**src/rtl/sysreg_pkg.sv**
```systemverilog
package sysreg_pkg;
   localparam int RULE_SHIFT_HI = 0;
   localparam int RULE_W1C      = 1;
   localparam int RULE_LOW_ONLY = 2;
   localparam int RULE_MERGE    = 3;

   localparam int N_SYSREG = 5;
   localparam int IDX_IRQ  = 0;
   localparam int IDX_STK  = 1;
   localparam int IDX_MERR = 2;
   localparam int IDX_CFG  = 3;
   localparam int IDX_SCR  = 4;

   function automatic int rule_of(input int idx);
      case (idx)
         IDX_IRQ, IDX_STK: rule_of = RULE_SHIFT_HI;
         IDX_MERR:         rule_of = RULE_W1C;
         IDX_CFG:          rule_of = RULE_LOW_ONLY;
         default:          rule_of = RULE_MERGE;
      endcase
   endfunction
endpackage

```
**src/rtl/sysreg_decode.sv**
```systemverilog
module sysreg_decode #(
   parameter int AW   = 5,
   parameter int NREG = 5,
   parameter logic [NREG*(AW-1)-1:0] IDXS = '0
) (
   input  logic [AW-1:0]   addr,
   output logic [NREG-1:0] sel,
   output logic            odd
);
   localparam int FW = AW - 1;

   if (AW < 2) begin : g_bad_aw
      $error("sysreg_decode: AW must be at least 2");
   end

   assign odd = addr[0];

   for (genvar i = 0; i < NREG; i++) begin : g_sel
      assign sel[i] = (addr[AW-1:1] == IDXS[i*FW +: FW]);
      for (genvar j = i + 1; j < NREG; j++) begin : g_uniq
         if (IDXS[i*FW +: FW] == IDXS[j*FW +: FW]) begin : g_dup
            $error("sysreg_decode: duplicate register index");
         end
      end
   end
endmodule

```
**src/rtl/sysreg_cell.sv**
```systemverilog
module sysreg_cell #(
   parameter int          W    = 16,
   parameter int          RULE = 0,
   parameter logic [W-1:0] MASK = '1
) (
   input  logic         clk,
   input  logic         rst_n,
   input  logic         wr,
   input  logic         byte_wr,
   input  logic         odd,
   input  logic [W-1:0] wdata,
   input  logic [W-1:0] hw_set,
   output logic [W-1:0] q
);
   import sysreg_pkg::*;
   localparam int HB = W / 2;

   if ((W % 2) != 0) begin : g_bad_w
      $error("sysreg_cell: W must be even");
   end

   if (RULE == RULE_SHIFT_HI) begin : g_shift
      logic [W-1:0] up_lane;
      logic         unused_set;
      assign up_lane    = {wdata[HB-1:0], {HB{1'b0}}};
      assign unused_set = ^hw_set;
      always_ff @(posedge clk) begin
         if (!rst_n)           q <= '0;
         else if (wr) begin
            if (!byte_wr)      q <= wdata & MASK;
            else if (odd)      q <= up_lane & MASK;
         end
      end
   end else if (RULE == RULE_W1C) begin : g_w1c
      logic [W-1:0] clr;
      always_comb begin
         if (!wr)              clr = '0;
         else if (!byte_wr)    clr = wdata;
         else if (odd)         clr = {wdata[HB-1:0], {HB{1'b0}}};
         else                  clr = {{HB{1'b0}}, wdata[HB-1:0]};
      end
      always_ff @(posedge clk) begin
         if (!rst_n)           q <= '0;
         else                  q <= ((q & ~clr) | hw_set) & MASK;
      end
   end else if (RULE == RULE_LOW_ONLY) begin : g_low
      logic [W-1:0] lo_lane;
      logic         unused_set;
      assign lo_lane    = {{HB{1'b0}}, wdata[HB-1:0]};
      assign unused_set = ^hw_set;
      always_ff @(posedge clk) begin
         if (!rst_n)           q <= '0;
         else if (wr) begin
            if (!byte_wr)      q <= wdata & MASK;
            else if (!odd)     q <= lo_lane & MASK;
         end
      end
   end else begin : g_merge
      logic unused_set;
      assign unused_set = ^hw_set;
      always_ff @(posedge clk) begin
         if (!rst_n)           q <= '0;
         else if (wr) begin
            if (!byte_wr)      q <= wdata & MASK;
            else if (odd)      q <= {wdata[HB-1:0], q[HB-1:0]} & MASK;
            else               q <= {q[W-1:HB], wdata[HB-1:0]} & MASK;
         end
      end
   end
endmodule

```
**src/rtl/sysreg_file.sv**
```systemverilog
module sysreg_file #(
   parameter int          DW        = 16,
   parameter int          AW        = 5,
   parameter logic [3:0]  IRQ_IDX   = 4'hD,
   parameter logic [3:0]  STK_IDX   = 4'hE,
   parameter logic [3:0]  MERR_IDX  = 4'h2,
   parameter logic [3:0]  CFG_IDX   = 4'h4,
   parameter logic [3:0]  SCR_IDX   = 4'h6,
   parameter logic [15:0] IRQ_MASK  = 16'hFE00,
   parameter logic [15:0] STK_MASK  = 16'hFF00,
   parameter logic [15:0] MERR_MASK = 16'hFFFF,
   parameter logic [15:0] CFG_MASK  = 16'h00FF,
   parameter logic [15:0] SCR_MASK  = 16'hFFFF
) (
   input  logic          clk,
   input  logic          rst_n,
   input  logic          wr_en,
   input  logic          byte_wr,
   input  logic [AW-1:0] addr,
   input  logic [DW-1:0] wdata,
   input  logic [DW-1:0] mem_err_set,
   output logic [DW-1:0] rdata
);
   import sysreg_pkg::*;
   localparam int NREG = N_SYSREG;
   localparam int FW   = AW - 1;
   localparam logic [NREG*FW-1:0] IDXS =
      {FW'(SCR_IDX), FW'(CFG_IDX), FW'(MERR_IDX), FW'(STK_IDX), FW'(IRQ_IDX)};
   localparam logic [NREG*DW-1:0] MASKS =
      {DW'(SCR_MASK), DW'(CFG_MASK), DW'(MERR_MASK), DW'(STK_MASK), DW'(IRQ_MASK)};

   if (DW != 16) begin : g_bad_dw
      $error("sysreg_file: DW must be 16");
   end
   if (AW != 5) begin : g_bad_aw
      $error("sysreg_file: AW must be 5");
   end

   logic [NREG-1:0]    sel;
   logic               odd;
   logic [NREG*DW-1:0] reg_flat;

   sysreg_decode #(.AW(AW), .NREG(NREG), .IDXS(IDXS)) u_dec (
      .addr (addr),
      .sel  (sel),
      .odd  (odd)
   );

   for (genvar i = 0; i < NREG; i++) begin : g_reg
      logic [DW-1:0] set_in;
      if (rule_of(i) == RULE_W1C) begin : g_set
         assign set_in = mem_err_set;
      end else begin : g_noset
         assign set_in = '0;
      end
      sysreg_cell #(.W(DW), .RULE(rule_of(i)), .MASK(MASKS[i*DW +: DW])) u_cell (
         .clk     (clk),
         .rst_n   (rst_n),
         .wr      (wr_en & sel[i]),
         .byte_wr (byte_wr),
         .odd     (odd),
         .wdata   (wdata),
         .hw_set  (set_in),
         .q       (reg_flat[i*DW +: DW])
      );
   end

   always_comb begin
      rdata = '0;
      for (int i = 0; i < NREG; i++) begin
         if (sel[i]) rdata = rdata | reg_flat[i*DW +: DW];
      end
   end
endmodule

```
**config.mk**
```make
export PLATFORM = sky130hd
export DESIGN_NAME = sysreg_file
export DESIGN_NICKNAME = d
export VERILOG_FILES = /design/src/rtl/sysreg_pkg.sv /design/src/rtl/sysreg_decode.sv /design/src/rtl/sysreg_cell.sv /design/src/rtl/sysreg_file.sv
export SDC_FILE = /design/constraint.sdc
export NUM_CORES = 1
export LEC_CHECK = 0
export ABC_AREA = 1
export BUFFER_PORTS_ARGS = -buffer_cell sky130_fd_sc_hd__buf_2
export CAP_MARGIN = 20
export CORE_AREA = 4 4 130 132
export DETAILED_ROUTE_END_ITERATION = 8
export DIE_AREA = 0 0 134 136
export PLACE_DENSITY_LB_ADDON = 0.1
export SETUP_SLACK_MARGIN = 0.05
export SLEW_MARGIN = 20
export SYNTH_ARGS = -nofsm -noshare
export SYNTH_HDL_FRONTEND = slang
export SYNTH_HIERARCHICAL = 1
export SYNTH_SLANG_ARGS = --single-unit
```
**constraint.sdc**
```tcl
create_clock -name clk -period 3 [get_ports clk]
set_input_delay 0.15 -clock clk [delete_from_list [all_inputs] [get_ports clk]]
set_output_delay 0.15 -clock clk [all_outputs]
set_load 0.01 [all_outputs]
```
==> results.tsv <==
stage	metric	value	unit
place	dp.cells	907	
global_routing	grt_pass1_vias	3399	
clock_network	cts_buffers	5	
power_and_ir_drop	peakVddDrop	0.000211	V
floorplanning	row_count	46	
layout	fin_cells	916	
power_and_ir_drop	p_seq_frac	0.469	
sta	fmax	625	MHz
setup_path	cp_max_fo	17	
setup_path	path_cells	buf_2, inv_2, nand2_2, nor2_1, buf_4, nand2_1, inv_1, nand2_1, inv_1, nand2_1, nand3_1, a21oi_1	
setup_path	path_class	in -> reg	
clock_network	cts_setup_buffers	0	
route	drtIter0Drc	200	
setup_path	cp_common_cell	nand2_1	
sta	fin_crit	1600	ps
floorplanning	core	15700	sq um
route	drt_pass1_iterations	4	
floorplanning	initial_core_util	0.246	
clock_network	cts.path.max_buffers	2	
route	drc	0	
global_routing	overflow	0	
global_routing	grt_max_degree	40	
layout	top_regs	g.u_cell/q (55)	
setup_path	critical-path-max-stage-delay	450	ps
route	routed_wirelength	12.1	mm
clock_network	cts-root-buf	clkbuf_16	
global_routing	antenna_found_initial	0	
logic_synthesis	synthesis.area	3870	sq um
setup_path	critical_path_arrival	1770	ps
layout	largest_register_ffs	55	
route	vias	3563	
logic_synthesis	ys_warn_count	6	
power_and_ir_drop	switching_power	0.489	mW
power_and_ir_drop	power_frac_clock	0.391	
logic_synthesis	netlist_instances	659	
global_routing	track_usage	0.134	
layout	regMostFlops	g.u_cell/q	
clock_network	clk_pin_slew	80	ps
setup_path	cp.required	3170	ps
sta	rsz0062_at_grt	false	
layout	drive_above_1_share	0.143	
power_and_ir_drop	p_total	1.64	mW
route	avgViaCountPerCell	3.89	
clock_network	hold_buffers	0	
floorplanning	die-area	18200	sq um
setup_path	crit_path_end_kind	flip-flop	
floorplanning	ios	57	
hold_path	min_path_type	in -> reg	
setup_path	cp-start-kind	input pin	
power_and_ir_drop	p_leak	2.53	nW
route	postRouteAntennaNets	0	
clock_network	clock-sinks	55	
layout	areaGrowthSynthToFinish	9.22	%
layout	fill_cells	1816	
route	post_drt_wl_per_cell	13.2	um
setup_path	crit_family	buffers and inverters	
sta	fin_setup_tns	0	ps
clock_network	cts_tree	done	
run_status	outcome	finished clean	
sta	tightest_slew	647	ps
power_and_ir_drop	p_int	1.15	mW
sta	finalCritPeriodShare	0.534	
layout	nets	739	
clock_network	insertion_delay	300	ps
setup_path	path_buf_inv	5	
logic_synthesis	avgSynthCellArea	5.87	sq um
sta	slew_violations	0	
floorplanning	die_width	134	um
sta	timing_hold_violations_final	0	
power_and_ir_drop	p_comb_frac	0.141	
power_and_ir_drop	power_density	388	nW/um^2
sta	fin_skew	0	ps
job	maxCapViolations	0	
place	io_buffers	56	
floorplanning	die_y	136	um
clock_network	cts_resized	0	
sta	setup_viol	0	
place	dp_hpwl	9.00	mm
layout	multi_input_area	1910	sq um
layout	seq_area	1100	sq um
place	place.gp.congestion	0.805	
power_and_ir_drop	netSwitchingFraction	0.298	
global_routing	grt_first_pass_wirelength	18.8	mm
clock_network	cts_htree_levels	2	
sta	slew_headroom	0.568	
setup_path	crit_slowest_cell	inv_1	
[per-stage QoR]
stage	worst slack, ps	hold WS, ps	cell area [sq um]	utilization
after floorplan	1710	270	3950	-
after global placement	1080	393	4070	0.259
after detailed placement	1080	392	4070	0.259
after CTS	1410	45.7	4220	0.269
after global routing	1270	60.3	4220	0.269
final	1400	63.2	4230	0.269
[area by class of cell]
class                           instances  area share
Multi-Input combinational cell        453       0.452
Sequential cell                        55       0.261
Inverter                              119       0.106
Timing Repair Buffer                   64      0.0805
Tap cell                              216      0.0640
Clock buffer                            5      0.0296
Clock inverter                          3     0.00651
Antenna cell                            1    0.000592
[layout by cell type, fill, tap and decap left out]
cell and count:
clkbuf_16 5, nand3_2 4, a21oi_2 2, nor2_1 91, o21ai_0 25, inv_1 113
a21oi_1 22, o21ai_1 6, nand2_2 9, clkinvlp_4 1, inv_6 1, dfxtp_1 55
buf_2 56, diode_2 1, conb_1 25, nand2_1 234, nand2_4 7, buf_4 8
nand3_1 28, inv_2 6, inv_8 1
[power groups by stage]
stage          registers [mW]  logic, mW  clock network, mW
3_5_place_dp            0.786      0.233                  0
5_1_grt                 0.772      0.263              0.690
4_1_cts                 0.769      0.234              0.676
6_report                0.768      0.231              0.640
2_1_floorplan           0.781      0.175                  0
3_3_place_gp            0.786      0.232                  0
[tightest hold or removal path: stages]
cell     delay, ps
buf_2           90
inv_1           40
a21oi_1         50
[path summary, 6_finish.rpt]
check,to,from,slack [ps],depth (start not counted)
setup / recovery,g_reg[2].u_cell/q[12],addr[1],1400,12
hold reg to reg,g_reg[2].u_cell/q[8],g_reg[2].u_cell/q[8],480,2
setup reg to reg,g_reg[1].u_cell/q[10],g_reg[1].u_cell/q[10],2290,4
hold / removal,g_reg[2].u_cell/q[14],mem_err_set[14],60,3
[routing by layer]
metal,track usage,vias up,wire length [um]
met2,0.216,59,5380
met3,0.0192,9,388
met5,0,-,0
met4,0.0400,0,165
met1,0.187,1540,6140
li1,-,1955,-
Power figures use the tool's default switching activity.
